[config.mk]
export PLATFORM = sky130hd
export DESIGN_NAME = useq_ctrl
export DESIGN_NICKNAME = d
export VERILOG_FILES = /design/src/rtl/useq_ctrl.sv
export SDC_FILE = /design/constraint.sdc
export NUM_CORES = 1
export LEC_CHECK = 0
export BUFFER_PORTS_ARGS = -buffer_cell sky130_fd_sc_hd__buf_2
export CAP_MARGIN = 40
export CORE_MARGIN = 10
export CORE_UTILIZATION = 46
export CTS_CLUSTER_DIAMETER = 40
export DETAILED_ROUTE_END_ITERATION = 12
export GPL_ROUTABILITY_DRIVEN = 0
export GPL_TIMING_DRIVEN = 0
export MAX_ROUTING_LAYER = met4
export PLACE_DENSITY = 0.79
export SYNTH_ARGS = -nofsm -noshare
export SYNTH_HDL_FRONTEND = slang
export SYNTH_SLANG_ARGS = --single-unit
export TNS_END_PERCENT = 20
[constraint.sdc]
create_clock -name clk -period 2.6 [get_ports clk]
set_input_delay 0.13 -clock clk [delete_from_list [all_inputs] [get_ports clk]]
set_output_delay 0.13 -clock clk [all_outputs]
set_load 0.005 [all_outputs]
[src/rtl/useq_ctrl.sv]
module useq_ctrl #(
  parameter int OPW   = 4,
  parameter int UAW   = 6,
  parameter int CTLW  = 28,
  parameter int DEPTH = 54
) (
  input  logic            clk,
  input  logic            rst_n,
  input  logic [OPW-1:0]  opcode,
  output logic [CTLW-1:0] ctrl,
  output logic [UAW-1:0]  upc
);
  localparam int WORDW = CTLW + UAW;
  localparam int DISP  = (1 << UAW) - 1;

  localparam logic [CTLW-1:0] PC_OUT   = CTLW'(1) << 0;
  localparam logic [CTLW-1:0] MAR_LD   = CTLW'(1) << 1;
  localparam logic [CTLW-1:0] MEM_RD   = CTLW'(1) << 2;
  localparam logic [CTLW-1:0] MEM_WR   = CTLW'(1) << 3;
  localparam logic [CTLW-1:0] PC_INC   = CTLW'(1) << 4;
  localparam logic [CTLW-1:0] MDR_OUT  = CTLW'(1) << 5;
  localparam logic [CTLW-1:0] IR_LD    = CTLW'(1) << 6;
  localparam logic [CTLW-1:0] ADDR_OUT = CTLW'(1) << 7;
  localparam logic [CTLW-1:0] MDR_LD   = CTLW'(1) << 8;
  localparam logic [CTLW-1:0] ACC_OUT  = CTLW'(1) << 9;
  localparam logic [CTLW-1:0] ACC_LD   = CTLW'(1) << 10;
  localparam logic [CTLW-1:0] F_ADD    = CTLW'(1) << 11;
  localparam logic [CTLW-1:0] F_SUB    = CTLW'(1) << 12;
  localparam logic [CTLW-1:0] F_AND    = CTLW'(1) << 13;
  localparam logic [CTLW-1:0] F_OR     = CTLW'(1) << 14;
  localparam logic [CTLW-1:0] F_SHL    = CTLW'(1) << 15;
  localparam logic [CTLW-1:0] OPA_LD   = CTLW'(1) << 16;
  localparam logic [CTLW-1:0] OPB_LD   = CTLW'(1) << 17;

  function automatic logic [WORDW-1:0] uw(input logic [CTLW-1:0] c, input int n);
    return {c, UAW'(n)};
  endfunction

  function automatic logic [WORDW-1:0] rom(input int a);
    case (a)
      0:  return uw(PC_OUT | MAR_LD, 1);
      1:  return uw(MEM_RD | PC_INC, 2);
      2:  return uw(MDR_OUT | IR_LD, 3);
      3:  return uw('0, DISP);
      48: return uw(ADDR_OUT | MAR_LD, 4);
      4:  return uw(ACC_OUT | MDR_LD, 5);
      5:  return uw(MEM_WR, 0);
      49: return uw(ADDR_OUT | MAR_LD, 6);
      6:  return uw(MEM_RD, 7);
      7:  return uw(MDR_OUT | OPB_LD, 8);
      8:  return uw(F_ADD | ACC_LD, 0);
      50: return uw(ADDR_OUT | MAR_LD, 9);
      9:  return uw(MEM_RD, 10);
      10: return uw(MDR_OUT | OPB_LD, 11);
      11: return uw(F_SUB | ACC_LD, 0);
      51: return uw(ADDR_OUT | MAR_LD, 12);
      12: return uw(MEM_RD, 13);
      13: return uw(MDR_OUT | OPB_LD, 14);
      14: return uw(F_AND | ACC_LD, 0);
      52: return uw(ADDR_OUT | MAR_LD, 15);
      15: return uw(MEM_RD, 16);
      16: return uw(MDR_OUT | OPB_LD, 17);
      17: return uw(F_OR | ACC_LD, 0);
      53: return uw(ACC_OUT | OPA_LD, 18);
      18: return uw(F_SHL | ACC_LD, 0);
      default: return uw('0, 0);
    endcase
  endfunction

  logic [WORDW-1:0] cstore [DEPTH];

  generate
    for (genvar i = 0; i < DEPTH; i++) begin : g_cs
      assign cstore[i] = rom(i);
    end
  endgenerate

  logic [WORDW-1:0] word;
  logic [UAW-1:0]   nxt_f;
  logic [UAW-1:0]   nxt;

  assign word  = (int'(upc) < DEPTH) ? cstore[upc] : '0;
  assign nxt_f = word[UAW-1:0];
  assign nxt   = (nxt_f == UAW'(DISP)) ? {{(UAW-OPW){1'b1}}, opcode} : nxt_f;
  assign ctrl  = word[WORDW-1:UAW];

  always_ff @(posedge clk or negedge rst_n) begin
    if (!rst_n) upc <= '0;
    else        upc <= nxt;
  end


  fetch_step_chk: assert property (@(posedge clk) disable iff (!rst_n)
    (upc == UAW'(0)) |=> (upc == UAW'(1)));


  dispatch_chk: assert property (@(posedge clk) disable iff (!rst_n)
    (upc == UAW'(3)) |=> (upc == {{(UAW-OPW){1'b1}}, $past(opcode)}));


  return_chk: assert property (@(posedge clk) disable iff (!rst_n)
    (upc == UAW'(5) || upc == UAW'(8) || upc == UAW'(11) ||
     upc == UAW'(14) || upc == UAW'(17) || upc == UAW'(18)) |=> (upc == '0));


  oob_chk: assert property (@(posedge clk) disable iff (!rst_n)
    (int'(upc) >= DEPTH) |-> (ctrl == '0) ##1 (upc == '0));


  alu_onehot_chk: assert property (@(posedge clk) disable iff (!rst_n)
    $onehot0(ctrl[15:11]));


  rdwr_excl_chk: assert property (@(posedge clk) disable iff (!rst_n)
    !(ctrl[2] && ctrl[3]));
endmodule

== After elaboration in Yosys (flattened, before gate mapping) ==
Memory sizes are Yosys's and may differ from the RTL's.
Cells that the tools add are included.
Word-level totals
  word-level logic and storage cells: 10
  output and inout port bits: 34
  flip-flop bits (word level): 6
  latch bits: 0
  memory bits (read-only): 2176
  memories kept: 1
  input bits: 6
  RAM bits: 0
Memory list
  (no name shown): words 64, bits a word 34, read ports 1, clocked after memory_dff 0, write ports 0, RTL line 82  | assign word = (int'(upc) < DEPTH) ? cstore[upc] : '0;
Cells by class
  reductions and logical operators: 0
  equal/unequal tests: 1
  multiply operators: 0
  div/mod/pow operators: 0
  shift-type cells: 0
  add/subtract/negate cells: 0
  bitwise logic cells: 1
  muxes and demuxes: 4
  $lt $le $gt $ge: 2
Operators by type and width (number)
  2-to-1 mux 34 bit: 3
  greater-or-equal comparator 7 bit, second input constant: 1
  NOT 6 -> 7 bit: 1
  == test 6 bit, second input constant: 1
  < comparator 6 bit, second input constant: 1
  2-to-1 mux 6 bit: 1

== Depth between registers and ports, before layout ==
Gate-level depths: netlist (run 1).
  depth in word-level cells: 7
  depth in mapped cells: 6
  gate-level depth less buffers: 6

== Worst setup path before layout (run 1) ==
Ideal clock, no wire load.
  kind: reg2reg
  start point: register upc[1]
  end point: register upc[1]
  path buffers: 0
  period minus slack after synthesis: 1.829 ns
  arrival: 1.703 ns
  slack: 0.771 ns
  data required time: 2.474 ns
  setup time: 0.126 ns
  stages on the path, launching flop included: 7
  cells stage by stage: dfrtp_1 -> inv_1 -> ha_1 -> mux2_2 -> a32o_2 -> o22a_1 -> o311a_1
On the way
  longest elaborated chain between the ends: 7
  elaborated cells on any way between the ends: 8
  classes of those cells: order compare: 1; eq/ne: 1; mux: 4; bitwise: 1; memory: 1
Ends and longest elaborated chain
  start: declaration: RTL line 11  | output logic [UAW-1:0] upc
  start signal: assignment: RTL line 89  | else upc <= nxt;
  NOT 6 -> 7 bit (implied by the code): RTL line 82
  memory read (64 x 34 bit)
  2-to-1 mux 34 bit (implied by the code) (2 in series): RTL line 82
  2-to-1 mux 34 bit (*): RTL line 82
  == test 6 bit: RTL line 84  | assign nxt = (nxt_f == UAW'(DISP)) ? {{(UAW-OPW){1'b1}}, opcode} : nxt_f;
  2-to-1 mux 6 bit (*): RTL line 84
  net nxt[1]: RTL line 80  | logic [UAW-1:0] nxt;
The timed path passes the listed nets; every way through them passes the cells marked *. The select of a mux whose other input is x is not followed.

== Final worst setup path (run 1) ==
  start point: register upc[0]
  end point: output ctrl[5]
On the way
  longest elaborated chain between the ends: 5
  elaborated cells on any way between the ends: 6
  classes of those cells: order compare: 1; mux: 3; bitwise: 1; memory: 1
Ends and longest elaborated chain
  NOT 6 -> 7 bit (implied by the code): RTL line 82
  memory read (64 x 34 bit)
  2-to-1 mux 34 bit (implied by the code) (2 in series): RTL line 82
  2-to-1 mux 34 bit (*): RTL line 82
  end: declaration: RTL line 10  | output logic [CTLW-1:0] ctrl,
Mark *: on every way between the ends. The rest lies on a longest branch, timed or not. The select of a mux whose other input is x is not followed.

==> results.sh, run 1 <==
export IMPL_multi_input_area_um2=585.6
export IMPL_die_area_mm2=0.003942
export IMPL_io_buffers=29
export IMPL_dp_hpwl_mm=2.080
export IMPL_hold_viol=0
export IMPL_dpl_worst_slack_ps=513.1
export IMPL_setup_ws_ps=441.5
export IMPL_p_comb_share_pct=76.0
export IMPL_p_seq_share_pct=17.2
export IMPL_routed_wl_mm=2.582
export IMPL_rows=15
export IMPL_fillers=176
export IMPL_yosysUniqueCellTypes=38
export IMPL_synth_flop_cell="dfrtp_1"
export IMPL_drc_errors=0
export IMPL_cts_made_buffers=3
export IMPL_holdBufCountCts=1
export IMPL_regArea_um2=150.1
export IMPL_coreArea_mm2=0.001727
export IMPL_synthCells=116
export IMPL_ant_nets=0
export IMPL_syn_area_um2=842.1
export IMPL_final_cell_mix="buf_2 (33), buf_4 (11), nor2_1 (10), conb_1 (10), inv_1 (9)"
export IMPL_finalSetupViolations=0
export IMPL_drive_gt1_share_pct=31.65
export IMPL_antenna_found_initial=0
export IMPL_largest_register="upc"
export IMPL_crit_path_max_fanout=12
export IMPL_post_cts_setup_buffers=0
export IMPL_ir_worst_vdd_mv=0.5035
export IMPL_fmax_ghz=0.4633
export IMPL_cts_tree="done"
export IMPL_num_antenna_cells=0
export IMPL_clock_sinks=6
export IMPL_grt_usage_pct=12.97
export IMPL_area_growth_pct=28.83
export IMPL_startpoint_type="register"
export IMPL_period_share_pct=83.02
export IMPL_reg_top3="upc x6"
export IMPL_clock_latency_ps=240
export IMPL_ys_seq_area_share_pct=17.83
export IMPL_grt_pass1_wl_mm=4.367
export IMPL_drt_iter0_drc=54
export IMPL_cp_data_required_time_ps=2470
export IMPL_viasPerCell=5.322
export IMPL_wl_per_cell_um=14.11
export IMPL_tns_ps=0
export IMPL_die_h_um=62.79
export IMPL_ys_seq_elements=6
export IMPL_clockBufferDepth=2
export IMPL_synth_edf_count=0
export IMPL_critPathCaptureType="output port"
export IMPL_postSynthAreaPerCell_um2=7.259
export IMPL_cts_resized=0
export IMPL_clk_pin_slew_worst_paths_ps=40
export IMPL_outcome="completed"
export IMPL_holdWs_ps=162.2
export IMPL_firstDrtPassIters=4
export IMPL_power_density_mw_per_mm2=1115
export IMPL_min_period_ps=2159
export IMPL_arrival_ps=2030
export IMPL_largest_register_ffs=6
export IMPL_synthArstFlopShare_pct=100.0
export IMPL_ios=40
export IMPL_hold_class="in2reg"
export IMPL_p_sw_w=0.0006271
export IMPL_mostFrequentLayoutCell="buf_2"
export IMPL_p_int_w=0.0005824
export IMPL_vias=974
export IMPL_overflow=0
export IMPL_rsz0062_at_grt="false"
export IMPL_power_leakage_nw=0.6319
export IMPL_worstMarginPinSlew_ps=495.4
export IMPL_drv_cap=0
export IMPL_worstSetupPathType="reg2out"
export IMPL_maxSlewHeadroom_pct=66.62
export IMPL_yosys_warnings=0
export IMPL_dieWidth_um=62.79
export IMPL_grt_max_degree=13
export IMPL_cts_root_buf="clkbuf_4"
export IMPL_maxSlewViolCount=0
export IMPL_clockPowerShare_pct=6.8
export IMPL_htreeDepth=1
export IMPL_start_util_pct=48.77
export IMPL_skew_ps=1.179
export IMPL_switching_share_pct=51.85
export IMPL_fin_nets=172
export IMPL_grt_pass1_vias=901
## per-stage QoR
| step | utilization (%) | cell area (um^2) | instances | power, W |
|---|---|---|---|---|
| floorplan | - | 875.8 | 125 | 0.0008135 |
| global placement | 60.94 | 1052 | 179 | 0.001091 |
| detailed placement | 60.94 | 1052 | 179 | 0.001113 |
| CTS | 62.83 | 1085 | 183 | 0.001202 |
| global route | 62.83 | 1085 | 183 | 0.001336 |
| finish | 62.83 | 1085 | 183 | 0.001210 |
## worst paths after layout
kind,cells after the start,end,start,slack [ps]
max,6,ctrl[5],upc[0],440
min reg2reg,2,upc[4],upc[0],890
max reg2reg,5,upc[3],upc[0],480
min in group asynchronous,2,upc[5],rst_n,240
max in group asynchronous,2,upc[0],rst_n,2220
min,2,upc[1],opcode[1],160
## cells by family after synthesis
| group | synth area share, % |
|---|---|
| other cells | 0.4453 |
| buf+inv | 16.64 |
| mux | 2.526 |
| simple gates | 31.50 |
| compound gates | 21.10 |
| xor+xnor | 1.040 |
| fa+ha+maj | 8.915 |
| flops | 17.83 |
## synth_stat cells (2+ instances only)
master | instances | area [um^2]
nor4_1 | 3 | 18.77
ha_1 | 6 | 75.07
and4_1 | 2 | 17.52
o21ai_0 | 3 | 15.01
inv_1 | 9 | 33.78
nor3_1 | 5 | 25.02
nand3_1 | 3 | 15.01
a31oi_1 | 3 | 18.77
nand2b_1 | 6 | 37.54
and3_1 | 5 | 31.28
nand2_1 | 7 | 26.28
a21oi_1 | 8 | 40.04
dfrtp_1 | 6 | 150.1
nor2b_1 | 2 | 12.51
buf_4 | 11 | 82.58
a211oi_1 | 3 | 22.52
buf_2 | 4 | 20.02
nor2_1 | 10 | 37.54
## power groups by stage
| stage | combinational, W | sequential (W) | clock, W |
|---|---|---|---|
| finish | 0.000919 | 0.000208 | 0.0000822 |
| CTS | 0.000910 | 0.000206 | 0.0000856 |
| floorplan | 0.000618 | 0.000196 | 0 |
| global route | 0.00103 | 0.000219 | 0.0000910 |
| detailed placement | 0.000905 | 0.000208 | 0 |
| global placement | 0.000886 | 0.000205 | 0 |
## final cells by class
| type | instances | share of cell area (%) |
|---|---|---|
| timing repair buffer | 30 | 14.30 |
| buffer | 16 | 9.804 |
| multi-input combinational | 94 | 53.98 |
| sequential | 6 | 13.84 |
| inverter | 9 | 3.114 |
| clock buffer | 3 | 2.076 |
| tap | 25 | 2.884 |
## critical path, cell delays in order (launching register included)
cell and delay, ps:
dfrtp_1 560, inv_1 160, ha_1 280, nor3b_1 150
o21ai_0 410, a21oi_1 80, buf_2 150
## per-layer routing
| metal | wire [um] | global-route usage, % | part of all wire [%] | vias to the layer above |
|---|---|---|---|---|
| met1 | 1059 | 15.38 | 41 | 451 |
| met4 | 0 | 2.235 | 0 | 0 |
| met2 | 1317 | 22.31 | 51 | 48 |
| li1 | - | - | - | 475 |
| met5 | 0 | - | 0 | - |
| met3 | 205 | 2.509 | 7.9 | 0 |
(Power assumes the default switching activity.)
==> run 2, diff against run 1 <==
- CORE_UTILIZATION: 46 -> 41
- PLACE_DENSITY: 0.79 -> 0.75
- clock period: 2.6 -> 1.95 ns (I/O delays scaled with it)
==> run 2 against run 1 <==
  * Die area grew 8.2%
  * First-iteration DRC count down 1.9%
  * Total power up 40%
  * Sequential cell count unchanged
  * Largest power group unchanged
==> results.sh, run 2 (same netlist as run 1, synthesis figures left out) <==
export IMPL_num_antenna_cells=0
export IMPL_critPathCaptureType="register"
export IMPL_area_growth_pct=33.43
export IMPL_clock_latency_ps=240
export IMPL_start_util_pct=42.92
export IMPL_firstDrtPassIters=4
export IMPL_cts_made_buffers=3
export IMPL_tns_ps=0
export IMPL_r2r_end="upc[1]"
export IMPL_dpl_worst_slack_ps=-129.9
export IMPL_utilization_pct=57.27
export IMPL_worstSetupEndpoint="upc[1]"
export IMPL_coreArea_mm2=0.001962
export IMPL_die_area_mm2=0.004267
export IMPL_final_cell_mix="buf_2 (32), buf_4 (13), nor2_1 (10), conb_1 (10), a21oi_1 (8)"
export IMPL_antenna_found_initial=0
export IMPL_cts_root_buf="clkbuf_4"
export IMPL_ant_nets=0
export IMPL_worstRegToRegCells=6
export IMPL_htreeDepth=1
export IMPL_mostFrequentLayoutCell="buf_2"
export IMPL_grt_max_degree=11
export IMPL_vias=1022
export IMPL_grt_pass1_wl_mm=4.181
export IMPL_power_leakage_nw=0.6411
export IMPL_rows=16
export IMPL_power_w=0.001697
export IMPL_clock_sinks=6
export IMPL_hold_class="in2reg"
export IMPL_met1_usage_pct=14.09
export IMPL_skew_ps=3.987
export IMPL_cp_data_required_time_ps=2060
export IMPL_worstSetupPathType="reg2reg"
export IMPL_arrival_ps=2010
export IMPL_viasPerCell=5.465
export IMPL_reg2reg_from="upc[1]"
export IMPL_drv_cap=0
export IMPL_power_density_mw_per_mm2=1511
export IMPL_ir_worst_vdd_mv=0.9033
export IMPL_min_period_ps=1899
export IMPL_period_share_pct=97.38
export IMPL_hold_viol=0
export IMPL_grt_pass1_vias=889
export IMPL_startpoint_type="register"
export IMPL_holdWs_ps=143.1
export IMPL_rrSetupSlack_ps=50
export IMPL_finalSetupViolations=0
export IMPL_routed_wl_mm=2.625
export IMPL_maxSlewViolCount=0
export IMPL_setup_ws_ps=51.15
export IMPL_dieWidth_um=65.32
export IMPL_io_buffers=29
export IMPL_crit_path_start="upc[1]"
export IMPL_largest_register_ffs=6
export IMPL_use_met2_pct=18.78
export IMPL_wl_per_cell_um=14.04
export IMPL_die_h_um=65.32
export IMPL_drc_errors=0
export IMPL_drive_gt1_share_pct=36.25
export IMPL_top_usage_layer="met2"
export IMPL_clockBufferDepth=2
export IMPL_clk_pin_slew_worst_paths_ps=40
export IMPL_grt_usage_pct=12.31
export IMPL_dp_hpwl_mm=2.080
export IMPL_fmax_ghz=0.5266
export IMPL_overflow=0
export IMPL_fin_nets=174
export IMPL_drt_iter0_drc=53
export IMPL_crit_path_max_fanout=9
export IMPL_ios=40
export IMPL_grt_use_met3_pct=5.085
export IMPL_rsz0062_at_grt="true"
export IMPL_outcome="completed"
export IMPL_reg_top3="upc x6"
export IMPL_largest_register="upc"
export IMPL_cts_tree="done"
[run 2: cell count changes in the layout (fill, tap and decap cells not counted), moves of 2 or more]
cell | previous run | this run
buf_4 | 11 | 13
dfrtp_1 | 6 | 4
dfrtp_2 | 0 | 2
inv_1 | 9 | 7
[run 2: worst min path at each step]
stage | from | end | slack [ps] | cells past startpoint
2_1_floorplan | rst_n | upc[0] | -200 | 0
3_3_place_gp | rst_n | upc[1] | -80 | 1
3_5_place_dp | rst_n | upc[0] | -80 | 1
4_1_cts | opcode[1] | upc[1] | 140 | 2
5_1_grt | opcode[1] | upc[1] | 130 | 2
6_report | opcode[1] | upc[1] | 140 | 2
[run 2: worst max-delay path, cell delays in order (launching register included)]
cell	delay, ps
dfrtp_2	480
inv_4	70
ha_1	190
mux2_2	260
a32o_2	250
o22a_1	220
o311a_1	300
[run 2: stage by stage]
step	instance area, um^2	cells
after floorplan	875.8	125
after global placement	1055	181
after detailed placement	1055	181
after CTS	1107	187
after global routing	1124	187
final	1124	187
[run 2: per-layer routing]
| metal | up-vias | share of wire (%) |
|---|---|---|
| li1 | 483 | - |
| met1 | 458 | 37 |
| met2 | 71 | 49 |
| met3 | 10 | 12 |
| met4 | 0 | 2.5 |
| met5 | - | 0 |
[run 2: layout make-up]
cell class | count | area [um^2]
plain buffers | 16 | 110.1
clock buffers | 3 | 22.52
fillers | 206 | 838.3
inverters | 9 | 36.28
multi-input cells | 94 | 598.1
flip-flops and latches | 6 | 152.6
well taps | 27 | 33.78
repair buffers | 32 | 170.2
[run 2: repair_timing]
item,CTS,global route
endpoints found under the hold margin,6,0
hold buffers,1,0
setup endpoints to repair,7,6
buffers inserted,2,0
gates resized for setup,4,7
[run 2: report_power, final]
part	internal (W)	total (W)	switching [W]
registers	0.000183	0.000279	0.0000957
clock network	0.0000692	0.000109	0.0000393
logic	0.000575	0.00131	0.000735
==> run 3, diff against run 2 <==
- PLACE_DENSITY: 0.75 -> 0.82
==> run 3 against run 2 <==
  * Die area is the same
  * Total power shrank 1.1%
  * Fmax is essentially flat
  * Final cell count is the same
  * Sequential share of layout area is essentially flat
  * Combinational power is essentially flat
  * Sequential power shrank 3%
  * Setup slack gained 1.4 ps
==> results.sh, run 3 (same netlist as run 1, synthesis figures left out) <==
export IMPL_outcome="completed"
export IMPL_grt_usage_pct=12.52
export IMPL_fin_nets=174
export IMPL_setup_ws_ps=52.52
export IMPL_critPathCaptureType="register"
export IMPL_ios=40
export IMPL_dieWidth_um=65.32
export IMPL_maxSlewViolCount=0
export IMPL_finalSetupViolations=0
export IMPL_dpl_worst_slack_ps=-117.1
export IMPL_worst_path_buf_inv=1
export IMPL_regArea_um2=152.6
export IMPL_largest_register="upc"
export IMPL_hold_viol=0
export IMPL_grt_pass1_vias=905
export IMPL_vias=973
export IMPL_drc_errors=0
export IMPL_grt_max_degree=11
export IMPL_ant_nets=0
export IMPL_crit_path_max_fanout=7
export IMPL_fmax_ghz=0.5270
export IMPL_hold_class="in2reg"
export IMPL_antenna_found_initial=0
export IMPL_rsz0062_at_grt="true"
export IMPL_clock_sinks=6
export IMPL_slowest_delay_ps=440
export IMPL_crit_path_top_delay_cell="dfrtp_2"
export IMPL_power_density_mw_per_mm2=1497
export IMPL_power_w=0.001678
export IMPL_cts_made_buffers=3
export IMPL_io_buffers=29
export IMPL_firstDrtPassIters=4
export IMPL_fillers=201
export IMPL_skew_ps=3.634
export IMPL_p_sw_w=0.0008546
export IMPL_dp_hpwl_mm=2.083
export IMPL_grt_pass1_wl_mm=4.360
export IMPL_start_util_pct=42.92
export IMPL_power_leakage_nw=0.6433
export IMPL_clock_latency_ps=240
export IMPL_cts_root_buf="clkbuf_4"
export IMPL_overflow=0
export IMPL_p_comb_share_pct=77.4
export IMPL_ir_worst_vdd_mv=0.9128
export IMPL_drt_iter0_drc=46
export IMPL_startpoint_type="register"
export IMPL_wl_per_cell_um=13.91
export IMPL_clockBufferDepth=2
export IMPL_mostFrequentLayoutCell="buf_2"
export IMPL_area_growth_pct=33.14
export IMPL_clockPowerShare_pct=6.5
export IMPL_die_area_mm2=0.004267
export IMPL_arrival_ps=2010
export IMPL_viasPerCell=5.203
export IMPL_drive_gt1_share_pct=37.50
export IMPL_critical_path_top_delay_family="compound AO/OA/AOI/OAI gates"
export IMPL_path_cells="inv_1, ha_2, nand2b_1, a32o_2, o22a_1, o311a_1"
export IMPL_tns_ps=0
export IMPL_die_h_um=65.32
export IMPL_reg_top3="upc x6"
export IMPL_min_period_ps=1897
export IMPL_routed_wl_mm=2.601
export IMPL_drv_cap=0
export IMPL_cts_tree="done"
export IMPL_switching_share_pct=50.91
export IMPL_period_share_pct=97.31
export IMPL_multi_input_area_um2=600.6
export IMPL_rows=16
export IMPL_coreArea_mm2=0.001962
export IMPL_clk_pin_slew_worst_paths_ps=40
export IMPL_p_seq_share_pct=16.1
export IMPL_largest_register_ffs=6
export IMPL_p_int_w=0.0008239
export IMPL_htreeDepth=1
export IMPL_cp_data_required_time_ps=2070
export IMPL_worstSetupPathType="reg2reg"
export IMPL_num_antenna_cells=0
export IMPL_final_cell_mix="buf_2 (33), buf_4 (13), conb_1 (10), nor2_1 (9)"
[run 3: cell count changes in the layout (fill, tap and decap cells not counted), sizes merged]
cell	previous run	this run
buf	45	46
clkbuf	5	4
[run 3: final cells by class]
cell class / instances / share of cell area, %
multi-input combinational: 94 / 53.57
timing repair buffer: 32 / 15.18
sequential: 6 / 13.62
buffer: 16 / 9.598
inverter: 9 / 3.013
tap: 27 / 3.013
clock buffer: 3 / 2.009
[run 3: final timing paths]
path	cells past startpoint	end	from	slack, ps
max	6	upc[1]	upc[0]	50
min	2	upc[1]	opcode[1]	120
max reg2reg	6	upc[1]	upc[0]	50
min reg2reg	3	upc[4]	upc[1]	830
max in group asynchronous	2	upc[1]	rst_n	1590
min in group asynchronous	2	upc[4]	rst_n	210
[run 3: per-layer routing]
layer  track usage [%]  up-vias  share of wire [%]
met5                 -        -                  0
met4             2.941        0               0.73
met3             3.898        2                8.2
met2             20.85       41                 51
met1             14.29      447                 40
li1                  -      483                  -
[run 3: power by group through the flow]
stage | logic (W) | clock network, W | registers, W
detailed placement | 0.00120 | 0 | 0.000281
floorplan | 0.000824 | 0 | 0.000261
global route | 0.00145 | 0.000129 | 0.000285
CTS | 0.00126 | 0.000115 | 0.000271
finish | 0.00130 | 0.000110 | 0.000270
global placement | 0.00118 | 0 | 0.000277
[run 3: metrics by stage]
stage               cell area (um^2)  std cells  utilization [%]  hold WS, ps
global placement                1055        181            53.76       -81.44
finish                          1121        187            57.14        124.4
detailed placement              1055        181            53.76       -73.97
CTS                             1107        187            56.44        120.2
floorplan                      875.8        125                -       -198.1
global route                    1121        187            57.14        134.5
[run 3: what timing repair did]
action | in CTS | in global routing
setup endpoints to repair | 6 | 8
resized for setup | 4 | 6
hold buffers | 1 | 0
setup buffers | 2 | 0
hold endpoints to repair | 6 | 0
